### config.mk
export PLATFORM = sky130hd
export DESIGN_NAME = tdm_offset_aligner
export DESIGN_NICKNAME = d
export VERILOG_FILES = /design/src/rtl/tdm_align_pkg.sv /design/src/rtl/tdm_pos_ctr.sv /design/src/rtl/tdm_byte_asm.sv /design/src/rtl/tdm_offset_aligner.sv
export SDC_FILE = /design/constraint.sdc
export NUM_CORES = 1
export LEC_CHECK = 0
export BUFFER_PORTS_ARGS = -buffer_cell sky130_fd_sc_hd__buf_2
export CAP_MARGIN = 25
export CORE_MARGIN = 8
export CORE_UTILIZATION = 30
export CTS_CLUSTER_SIZE = 25
export DETAILED_ROUTE_END_ITERATION = 10
export PLACE_DENSITY = 0.58
export SYNTH_ARGS = -nofsm -noshare
export SYNTH_HDL_FRONTEND = slang
export SYNTH_SLANG_ARGS = --single-unit
### constraint.sdc
create_clock -name clk_i -period 3.2 [get_ports clk_i]
set_input_delay 0.32 -clock clk_i [delete_from_list [all_inputs] [get_ports clk_i]]
set_output_delay 0.32 -clock clk_i [all_outputs]
set_load 0.05 [all_outputs]
### src/rtl/tdm_align_pkg.sv
package tdm_align_pkg;
  localparam int unsigned TS_PER_LINK = 32;
  localparam int unsigned NUM_LINKS   = 4;
  localparam int unsigned BITS_PER_TS = 8;
  localparam int unsigned SIG_W       = 4;
  localparam int unsigned TS_W        = $clog2(TS_PER_LINK * NUM_LINKS);
  localparam int unsigned TS_NM_W     = $clog2(TS_PER_LINK);
  localparam int unsigned BIT_W       = $clog2(BITS_PER_TS);
  localparam int unsigned LINK_W      = $clog2(NUM_LINKS);
  localparam int unsigned POS_W       = TS_W + BIT_W;
endpackage

### src/rtl/tdm_pos_ctr.sv
module tdm_pos_ctr #(
  parameter int unsigned TS_W    = 7,
  parameter int unsigned TS_NM_W = 5,
  parameter int unsigned BIT_W   = 3,
  localparam int unsigned POS_W  = TS_W + BIT_W
) (
  input  logic             clk_i,
  input  logic             rst_ni,
  input  logic             slave_i,
  input  logic             mux_i,
  input  logic             dbl_i,
  input  logic             edge_i,
  input  logic [TS_W-1:0]  ts_off_i,
  input  logic [BIT_W-1:0] bit_off_i,
  input  logic             fp_i,
  output logic             samp_o,
  output logic [POS_W-1:0] rel_o,
  output logic             realign_o,
  output logic             fp_o
);
  localparam logic [POS_W-1:0] MASK_MUX  = '1;
  localparam logic [POS_W-1:0] MASK_NM   = POS_W'((1 << (TS_NM_W + BIT_W)) - 1);
  localparam logic [TS_W-1:0]  TS_NM_MSK = TS_W'((1 << TS_NM_W) - 1);

  logic [POS_W-1:0] pos_q, pos_d, cur_pos, pos_mask, off;
  logic [TS_W-1:0]  ts_eff;
  logic             ph_q, ph_d, cur_ph, fp_act, adv, realign_q;

  always_comb begin
    fp_act   = slave_i & fp_i;
    cur_pos  = fp_act ? '0 : pos_q;
    cur_ph   = fp_act ? 1'b0 : ph_q;
    pos_mask = mux_i ? MASK_MUX : MASK_NM;
    // double rate: advance position after the second cycle of a bit period
    adv      = ~dbl_i | cur_ph;
    pos_d    = adv ? ((cur_pos + POS_W'(1)) & pos_mask) : cur_pos;
    ph_d     = dbl_i & ~cur_ph;
    samp_o   = ~dbl_i | (cur_ph == edge_i);
    ts_eff   = mux_i ? ts_off_i : (ts_off_i & TS_NM_MSK);
    off      = {ts_eff, bit_off_i};
    rel_o    = (cur_pos - off) & pos_mask;
  end

  always_ff @(posedge clk_i or negedge rst_ni) begin
    if (!rst_ni) begin
      pos_q     <= '0;
      ph_q      <= 1'b0;
      realign_q <= 1'b0;
    end else begin
      pos_q     <= pos_d;
      ph_q      <= ph_d;
      realign_q <= fp_act & ((pos_q != '0) | ph_q);
    end
  end

  assign realign_o = realign_q;
  assign fp_o      = ~slave_i & (pos_q == '0) & ~ph_q;
endmodule

### src/rtl/tdm_byte_asm.sv
module tdm_byte_asm #(
  parameter int unsigned TS_W   = 7,
  parameter int unsigned BIT_W  = 3,
  parameter int unsigned LINK_W = 2,
  parameter int unsigned SIG_W  = 4,
  localparam int unsigned POS_W  = TS_W + BIT_W,
  localparam int unsigned BYTE_W = 1 << BIT_W
) (
  input  logic              clk_i,
  input  logic              rst_ni,
  input  logic              samp_i,
  input  logic [POS_W-1:0]  rel_i,
  input  logic              data_i,
  input  logic [SIG_W-1:0]  sig_i,
  input  logic              mux_i,
  output logic              vld_o,
  output logic [BYTE_W-1:0] byte_o,
  output logic [SIG_W-1:0]  sig_o,
  output logic [TS_W-1:0]   ts_o,
  output logic [LINK_W-1:0] link_o
);
  logic [BYTE_W-2:0] sr_q;
  logic [TS_W-1:0]   ts_cur;
  logic [LINK_W-1:0] link_cur;
  logic              last;

  assign ts_cur   = rel_i[POS_W-1:BIT_W];
  assign link_cur = mux_i ? ts_cur[LINK_W-1:0] : '0;
  assign last     = samp_i & (&rel_i[BIT_W-1:0]);

  always_ff @(posedge clk_i or negedge rst_ni) begin
    if (!rst_ni) begin
      sr_q   <= '0;
      vld_o  <= 1'b0;
      byte_o <= '0;
      sig_o  <= '0;
      ts_o   <= '0;
      link_o <= '0;
    end else begin
      vld_o <= last;
      if (samp_i) sr_q <= {sr_q[BYTE_W-3:0], data_i};
      if (last) begin
        byte_o <= {sr_q, data_i};
        sig_o  <= sig_i;
        ts_o   <= ts_cur;
        link_o <= link_cur;
      end
    end
  end
endmodule

### src/rtl/tdm_offset_aligner.sv
module tdm_offset_aligner
  import tdm_align_pkg::*;
#(
  parameter int unsigned P_TS_PER_LINK = TS_PER_LINK,
  parameter int unsigned P_NUM_LINKS   = NUM_LINKS,
  parameter int unsigned P_BITS_PER_TS = BITS_PER_TS,
  parameter int unsigned P_SIG_W       = SIG_W,
  localparam int unsigned L_TS_W    = $clog2(P_TS_PER_LINK * P_NUM_LINKS),
  localparam int unsigned L_TS_NM_W = $clog2(P_TS_PER_LINK),
  localparam int unsigned L_BIT_W   = $clog2(P_BITS_PER_TS),
  localparam int unsigned L_LINK_W  = $clog2(P_NUM_LINKS),
  localparam int unsigned L_POS_W   = L_TS_W + L_BIT_W
) (
  input  logic                     clk_i,
  input  logic                     rst_ni,
  input  logic                     clk_slave_i,
  input  logic                     mux_mode_i,
  input  logic                     dbl_rate_i,
  input  logic                     edge_sel_i,
  input  logic [L_TS_W-1:0]        ts_off_i,
  input  logic [L_BIT_W-1:0]       bit_off_i,
  input  logic                     fp_i,
  input  logic                     data_i,
  input  logic [P_SIG_W-1:0]       sig_i,
  output logic                     fp_o,
  output logic                     realign_o,
  output logic                     byte_vld_o,
  output logic [P_BITS_PER_TS-1:0] byte_o,
  output logic [P_SIG_W-1:0]       sig_o,
  output logic [L_TS_W-1:0]        ts_idx_o,
  output logic [L_LINK_W-1:0]      link_o
);
  logic               samp;
  logic [L_POS_W-1:0] rel;

  tdm_pos_ctr #(
    .TS_W   (L_TS_W),
    .TS_NM_W(L_TS_NM_W),
    .BIT_W  (L_BIT_W)
  ) u_pos (
    .clk_i    (clk_i),
    .rst_ni   (rst_ni),
    .slave_i  (clk_slave_i),
    .mux_i    (mux_mode_i),
    .dbl_i    (dbl_rate_i),
    .edge_i   (edge_sel_i),
    .ts_off_i (ts_off_i),
    .bit_off_i(bit_off_i),
    .fp_i     (fp_i),
    .samp_o   (samp),
    .rel_o    (rel),
    .realign_o(realign_o),
    .fp_o     (fp_o)
  );

  tdm_byte_asm #(
    .TS_W  (L_TS_W),
    .BIT_W (L_BIT_W),
    .LINK_W(L_LINK_W),
    .SIG_W (P_SIG_W)
  ) u_asm (
    .clk_i (clk_i),
    .rst_ni(rst_ni),
    .samp_i(samp),
    .rel_i (rel),
    .data_i(data_i),
    .sig_i (sig_i),
    .mux_i (mux_mode_i),
    .vld_o (byte_vld_o),
    .byte_o(byte_o),
    .sig_o (sig_o),
    .ts_o  (ts_idx_o),
    .link_o(link_o)
  );
endmodule

; Yosys cells after proc, flatten, opt, wreduce, memory -nomap -nowiden
; Index checks and enable logic that the tools add are counted.
[word_totals]
regBits = 41
in_bits = 22
output_inout_bits = 24
elab_cells = 36
[classes]
addsub = 2
eq_ne = 1
muxes = 6
bitwise_logic = 15
reduce_logical = 3
[ops]
columns = cell, n
row1 = two-way mux 10 bit, 3
row2 = bitwise AND 10 bit, 2
row3 = adder 10 x 1 -> 10 bit (second input constant), 1
row4 = logical NOT 10 bit, 1
row5 = nonzero test 10 bit, 1
row6 = subtractor 10 bit, 1
row7 = two-way mux 7 bit, 1
row8 = bitwise AND 1 bit, 6
row9 = inverter 1 bit, 4
row10 = OR 1 bit, 3
row11 = AND reduction 3 bit, 1
row12 = two-way mux 2 bit, 1
row13 = equality test 1 bit, 1
row14 = two-way mux 1 bit, 1

; Longest topological paths before layout
; Gate-level depths: netlist of run 1.
[depth]
word_depth = 6
depth_mapped = 12
depth_no_buf = 11

; By module
; Synthesis of run 1 repeated with hierarchy kept, for this count alone.
[hier_totals]
hier_cells = 207
hier_area_um2 = 2368.5
[modules_own_cells]
columns = module, n_inst, cells_per_inst, area_each_um2, seq_area_each_um2
row1 = tdm_pos_ctr, 1, 141, 1192.4, 300.3
row2 = tdm_byte_asm, 1, 66, 1176.1, 725.7

; Worst setup path after synthesis of run 1
; OpenSTA, ideal clock, no wires.
[synth_timing]
kind = input-to-reg
startpoint = in clk_slave_i
endpoint = reg u_asm.ts_o[5]
setup_time_ps = 83
arrival_time_ps = 2410
required_time_ps = 3117
slack_ps = 707
stages = 12
path_buffers = 1
cell_sequence = buf_6 -> nand2_1 -> nand2_1 -> ha_1 -> inv_1 -> fa_1 -> a21o_1 -> maj3_1 -> a211oi_1 -> o31ai_1 -> xnor2_1 -> o21ai_0
[synth_between]
elab_chain_len = 6
elab_cells_between_ends = 9
cone_classes = add/sub: 1 / eq/ne: 1 / mux: 2 / bitwise: 4 / reduce/logical: 1
[synth_lines]
columns = element, line
row1 = "start, declared", tdm_offset_aligner.sv:16  ; input logic clk_slave_i,
row2 = bitwise AND 1 bit *, tdm_pos_ctr.sv:30  ; fp_act = slave_i & fp_i;
row3 = two-way mux 10 bit, tdm_pos_ctr.sv:31  ; cur_pos = fp_act ? '0 : pos_q;
row4 = subtractor 10 bit, tdm_pos_ctr.sv:41  ; rel_o = (cur_pos - off) & pos_mask;
row5 = bitwise AND 10 bit, tdm_pos_ctr.sv:41
row6 = AND reduction 3 bit, tdm_byte_asm.sv:29  ; assign last = samp_i & (&rel_i[BIT_W-1:0]);
row7 = bitwise AND 1 bit, tdm_byte_asm.sv:29
row8 = "end signal, assigned", tdm_byte_asm.sv:45  ; ts_o <= ts_cur;
row9 = "end, declared", tdm_byte_asm.sv:19  ; output logic [TS_W-1:0] ts_o,
; Mark *: on every way between the ends. The rest lies on a longest branch, timed or not.
; A chain may end at the register's enable or synchronous reset.

; Final worst setup path of run 1
; Same ends and word-level chain as after synthesis.

==> results.py, run 1 <==
metrics = {
    "timing": {
        "fin_skew_ns": 0.005910,
        "worst_pin_slew_ns": 0.3388,
        "slew_viol_final": 0,
        "finalSetupViolCount": 0,
        "fin_crit_sh_pct": 78.91,
        "grt_setup_unrepaired": "false",
        "slew_headroom_pct": 77.42,
        "max_freq_mhz": 396.0,
        "period_needed_ns": 2.525,
        "fin_ws_ns": 0.6749,
        "setup_tns_ns": 0,
        "final_hold_viol_count": 0,
    },
    "place": {
        "place_ws_ns": 0.3650,
        "hpwl_um": 3635,
        "gp_congestion": 0.8221,
        "io_buffers": 45,
    },
    "synth": {
        "yosys.area.top_type": "dfrtp_1",
        "synth.top_cell.area_share_pct": 47.81,
        "ys_ff_latch": 41,
        "yosys_most_used_dff": "dfrtp_1",
        "synthArstFlopShare_pct": 100.0,
        "netlist_instances": 192,
        "synth_edf_count": 0,
        "seq_area_frac_synth_pct": 47.81,
        "synth_nets": 223,
        "synth_area_per_cell_um2": 11.18,
        "syn_area_mm2": 0.002146,
        "synth_common_cells": "dfrtp_1, mux2_2, nand2_1",
        "synthTopCellsByArea": "dfrtp_1, mux2_2, ha_1, xnor2_1, xor2_1",
        "yosysMostFrequentCell": "dfrtp_1",
        "yosysWarningCount": 0,
        "synth_cell_types": 39,
    },
    "final_layout": {
        "nFillCells": 737,
        "drive_gt1_share_pct": 34.29,
        "fin_nets": 275,
        "syn_to_final_growth_pct": 20.93,
        "antenna_cells": 0,
    },
    "clock_network": {
        "path_clk_slew_ns": 0.08,
        "clk_path_buf_depth": 2,
        "ctsRootBufferMaster": "clkbuf_8",
        "postCtsSetupBuffers": 0,
        "cts_sinks": 41,
        "tritoncts": "done",
        "cts.htree.levels": 2,
        "clock_latency_ns": 0.29,
        "cts_made_buffers": 5,
    },
    "worst_setup_path": {
        "crit_path_end_kind": "flip-flop",
        "slowest_stage": "fa_1",
        "cp-start-kind": "primary input",
        "cp.required_ns": 3.41,
        "cp.arrival_ns": 2.74,
        "cp_common_cell": "nand2_1",
        "crit_fanout": 9,
        "r2r_slack_ns": 0.72,
        "reg2regPathDepth": 10,
        "crit_path_cell_trace": "buf_2 -> nand2_1 -> nand2_1 -> ha_1 -> inv_1 -> fa_1 -> a21o_1 -> maj3_1 -> a211oi_1 -> o31ai_1 -> xnor2_1 -> o21ai_0",
        "critPathKind": "in2reg",
        "critPathMaxStageDelay_ns": 0.39,
    },
    "floorplanning": {
        "dieArea_mm2": 0.01012,
        "row_count": 31,
        "core_area_mm2": 0.007098,
        "chipHeight_um": 100.6,
        "die_w_um": 100.6,
        "io_pins": 46,
        "initial_utilization_pct": 30.23,
    },
    "routing": {
        "drt-initial-drc-count": 55,
        "vias_per_cell": 4.491,
        "wirelength_met1_um": 2247,
        "wl_met2_um": 2207,
        "dr.pass1.iters": 4,
        "met3_wirelength_um": 194,
        "drt_drc_violations_left": 0,
        "ant_nets": 0,
        "routed_wl_um": 4699,
        "highest_layer": "met4",
        "post_drt_wl_per_cell_um": 13.66,
        "vias": 1545,
    },
    "grt": {
        "antenna_found_initial": 0,
        "grt_pass1_vias": 1569,
        "grt_max_degree": 42,
        "grt.total_usage_pct": 9.908,
        "grt_overflow_total": 0,
        "grt_pass1_wl_um": 7900,
    },
    "power": {
        "power_leakage_nw": 1.270,
        "powerDensity_mw_per_mm2": 874.8,
        "peakVddDrop_uv": 298.0,
    },
    "run_status": {
        "status": "complete, no violations",
    },
    "run": {
        "drv_cap": 0,
    },
    "hold_path": {
        "hold_class": "in2reg",
        "hold_depth": 2,
    },
}
[per-stage QoR]
| step | instance area, µm² | hold slack (ns) | utilization, % | total power [mW] | cells |
|---|---|---|---|---|---|
| after CTS | 2565 | 0.1975 | 36.14 | 2.307 | 342 |
| after global routing | 2595 | 0.2329 | 36.56 | 2.425 | 344 |
| after global placement | 2479 | 0.4585 | 34.92 | 1.944 | 334 |
| after floorplan | 2146 | 0.02441 | - | 1.691 | 192 |
| final | 2595 | 0.2528 | 36.56 | 2.270 | 344 |
| after detailed placement | 2479 | 0.4647 | 34.92 | 1.960 | 334 |
[cells in the final DEF, fill, tap and decap left out, types with 2 or more instances in the layout]
master    instances
dfrtp_1          41
ha_1              8
o31ai_1           2
nor2_1           12
a21oi_1          10
and2_1            5
nand3_1           3
nand2b_1          2
inv_1            12
xnor2_1          11
maj3_1            2
buf_2            45
a21o_1            4
nand2_1          15
clkbuf_8          5
o21ai_0           8
a211oi_1          3
xor2_1           10
nor4_1            3
mux2_2           20
clkinv_2          2
[registers in the layout, summed over array words and instances, names as in the netlist]
| register | count |
|---|---|
| u_asm.sr_q | 7 |
| u_asm.link_o | 2 |
| u_asm.byte_o | 8 |
| u_asm.vld_o | 1 |
| u_pos.realign_o | 1 |
| u_asm.sig_o | 4 |
| u_pos.pos_q | 10 |
| u_asm.ts_o | 7 |
| u_pos.ph_q | 1 |
[power by group]
part / internal [mW] / leakage [nW] / total, mW / switching, mW
combinational: 0.357 / 0.713 / 1.14 / 0.785
sequential: 0.699 / 0.513 / 0.792 / 0.0932
clock: 0.151 / 0.0439 / 0.336 / 0.185
[worst max-delay path, delay by kind of cell]
family / cells / cell delay (ns)
AO/OA/AOI/OAI: 4 / 0.72
XOR/XNOR: 1 / 0.12
adder cells (fa/ha/maj): 3 / 0.96
buffers and inverters: 2 / 0.23
AND/OR/NAND/NOR: 2 / 0.37
[logic make-up (layout without fill, tap and decap cells)]
kind of cell,count (synthesis),count (layout),synth area share (%)
muxes,20,20,10.50
and+or+nand+nor,50,50,13.12
DFF,41,41,47.81
AOI/OAI and AO/OA,33,33,10.09
adders and majority gates,11,11,6.531
xor gates and xnor gates,21,21,8.571
buffers and inverters,16,69,3.381
[per-layer routing]
metal | up-vias | GRT usage, %
met5 | - | 0
met4 | 0 | 3.488
met3 | 7 | 2.970
met2 | 28 | 16.00
met1 | 747 | 12.19
li1 | 763 | -
[worst paths after layout]
kind / startpoint / to
max in group asynchronous: rst_ni / u_asm.ts_o[1]
min in group asynchronous: rst_ni / u_asm.ts_o[4]
min: sig_i[3] / u_asm.sig_o[3]
max: clk_slave_i / u_asm.ts_o[5]
max reg2reg: u_pos.pos_q[0] / u_asm.ts_o[5]
min reg2reg: u_asm.ts_o[4] / u_asm.ts_o[4]
[cell type report]
| cell class | count | area, µm² | area share, % |
|---|---|---|---|
| clock buffers | 5 | 68.82 | 2.652 |
| clock inverters | 3 | 17.52 | 0.6750 |
| inverters | 13 | 48.80 | 1.880 |
| multi-input cells | 135 | 1047 | 40.36 |
| flip-flops and latches | 41 | 1026 | 39.54 |
| well taps | 99 | 123.9 | 4.773 |
| repair buffers | 48 | 262.8 | 10.13 |
[repair_timing]
item,in CTS,in global routing
endpoints found under the hold margin,0,1
gates resized for setup,0,0
hold buffers,0,1
Power figures use the tool's default switching activity.
==> inputs of run 2 (changes only) <==
Clock period 3.2 ns to 2.4 ns, I/O delays scaled along.
==> run 2 against run 1 <==
Against the previous run:
- combinational power rose by 37%
- wire length fell by 0.60%
- flip-flop and latch count did not move
- non-clock buffer count rose by 8
- largest cell class unchanged
==> results.py, run 2 (same netlist as run 1, synthesis figures left out) <==
metrics = {
    "run_status": {
        "status": "complete, no violations",
    },
    "routing": {
        "dr.pass1.iters": 4,
        "vias": 1580,
        "drt_drc_violations_left": 0,
        "post_drt_wl_per_cell_um": 13.27,
        "vias_per_cell": 4.489,
        "drt-initial-drc-count": 58,
        "routed_wl_um": 4671,
        "ant_nets": 0,
    },
    "final_layout": {
        "largest_reg_flops": 10,
        "antenna_cells": 0,
        "final_common_cell": "buf_2",
        "instances_no_fill": 352,
        "drive_gt1_share_pct": 38.34,
        "final_area_mm2": 0.002701,
        "syn_to_final_growth_pct": 25.89,
        "fin_nets": 283,
        "seq_area_mm2": 0.001026,
        "multi_input_area_mm2": 0.001065,
        "layout_common_cells": "buf_2, dfrtp_1, mux2_2, nand2_1",
        "largestRegisters": "u_pos.pos_q (10), u_asm.byte_o (8)",
        "top_register": "u_pos.pos_q",
        "post-route-util_pct": 38.06,
        "nFillCells": 721,
    },
    "timing": {
        "fin_ws_ns": 0.1560,
        "slew_headroom_pct": 73.80,
        "fin_skew_ns": 0.01053,
        "grt_setup_unrepaired": "true",
        "max_freq_mhz": 445.6,
        "finalSetupViolCount": 0,
        "fin_crit_sh_pct": 93.50,
        "whs_ns": 0.1684,
        "worst_pin_slew_ns": 0.3893,
        "slew_viol_final": 0,
        "period_needed_ns": 2.244,
        "final_hold_viol_count": 0,
    },
    "floorplanning": {
        "io_pins": 46,
        "dieArea_mm2": 0.01012,
        "core_area_mm2": 0.007098,
        "row_count": 31,
        "die_w_um": 100.6,
        "initial_utilization_pct": 30.23,
        "chipHeight_um": 100.6,
    },
    "clock_network": {
        "cts.htree.levels": 2,
        "path_clk_slew_ns": 0.09,
        "ctsRootBufferMaster": "clkbuf_8",
        "clock_latency_ns": 0.29,
        "clk_path_buf_depth": 2,
        "cts_sinks": 41,
        "tritoncts": "done",
        "cts_made_buffers": 5,
    },
    "grt": {
        "grt_overflow_total": 0,
        "grt_pass1_vias": 1652,
        "grt_pass1_wl_um": 8045,
        "antenna_found_initial": 0,
        "grt_max_degree": 42,
        "grt.total_usage_pct": 10.09,
    },
    "worst_setup_path": {
        "cp.arrival_ns": 2.41,
        "cp.required_ns": 2.57,
        "crit_path_end_kind": "flip-flop",
        "critPathBufInv": 0,
        "crit_fanout": 4,
        "cpLargestDelayFamily": "adder cells",
        "crit_path_cell_trace": "and2_1 -> ha_1 -> nor2_1 -> a21oi_1 -> maj3_1 -> a221oi_2 -> xnor2_1 -> o21ai_0",
        "critPathMaxStageDelay_ns": 0.42,
        "slowest_stage": "dfrtp_1",
        "cp-start-kind": "flip-flop",
        "critPathKind": "reg2reg",
    },
    "power": {
        "peakVddDrop_uv": 293.1,
        "power_leakage_nw": 1.323,
        "powerDensity_mw_per_mm2": 1180,
    },
    "place": {
        "hpwl_um": 3705,
        "dp.cells": 341,
        "gp_congestion": 0.8351,
        "place_ws_ns": -0.01062,
        "io_buffers": 45,
        "dpl_cell_area_mm2": 0.002536,
    },
    "run": {
        "drv_cap": 0,
    },
    "hold_path": {
        "hold_class": "in2reg",
    },
}
-- run 2: area by class of cell --
| cell class | count | share of cell area [%] |
|---|---|---|
| tap | 99 | 4.585 |
| multi-input combinational | 135 | 39.42 |
| timing repair buffer | 56 | 11.95 |
| inverter | 13 | 1.806 |
| clock buffer | 5 | 2.547 |
| sequential | 41 | 37.98 |
| clock inverter | 3 | 1.714 |
-- run 2: what timing repair did --
| item | CTS | global route |
|---|---|---|
| resized for setup | 0 | 5 |
| setup endpoints to repair | 0 | 3 |
| setup buffers | 0 | 1 |
| hold endpoints to repair | 0 | 14 |
| hold buffers | 0 | 1 |
-- run 2: worst register-to-register path, stage by stage (launching register included) --
cell and delay (ns):
dfrtp_1 0.42, and2_1 0.19, ha_1 0.33, nor2_1 0.15
a21oi_1 0.09, maj3_1 0.41, a221oi_2 0.30, xnor2_1 0.14
o21ai_0 0.08
-- run 2: through the flow --
stage	TNS (ns)	power [mW]
4_1_cts	0	3.225
6_report	0	3.188
3_3_place_gp	0	2.616
5_1_grt	-0.01864	3.407
2_1_floorplan	0	2.258
3_5_place_dp	-0.01062	2.644
-- run 2: power by group --
part	leakage (nW)	total (mW)	internal [mW]	switching (mW)
registers	0.513	1.06	0.932	0.124
logic	0.756	1.56	0.509	1.05
clock network	0.0543	0.568	0.311	0.257
-- run 2: routing by layer --
metal / share of wire, % / GRT usage, % / up-vias
met3: 4.2 / 2.970 / 9
li1: - / - / 781
met4: 2.0 / 3.953 / 0
met5: 0 / 0 / -
met1: 46 / 12.65 / 761
met2: 48 / 15.90 / 29
-- run 2: worst paths after layout --
check / start / to / slack (ns) / depth (start not counted)
max in group asynchronous: rst_ni / u_asm.link_o[0] / 1.53 / 3
max: u_pos.pos_q[2] / u_asm.ts_o[6] / 0.16 / 8
max reg2reg: u_pos.pos_q[2] / u_asm.ts_o[6] / 0.16 / 8
min in group asynchronous: rst_ni / u_pos.pos_q[3] / 0.40 / 2
min reg2reg: u_asm.ts_o[1] / u_asm.ts_o[1] / 0.48 / 2
min: sig_i[2] / u_asm.sig_o[2] / 0.17 / 2
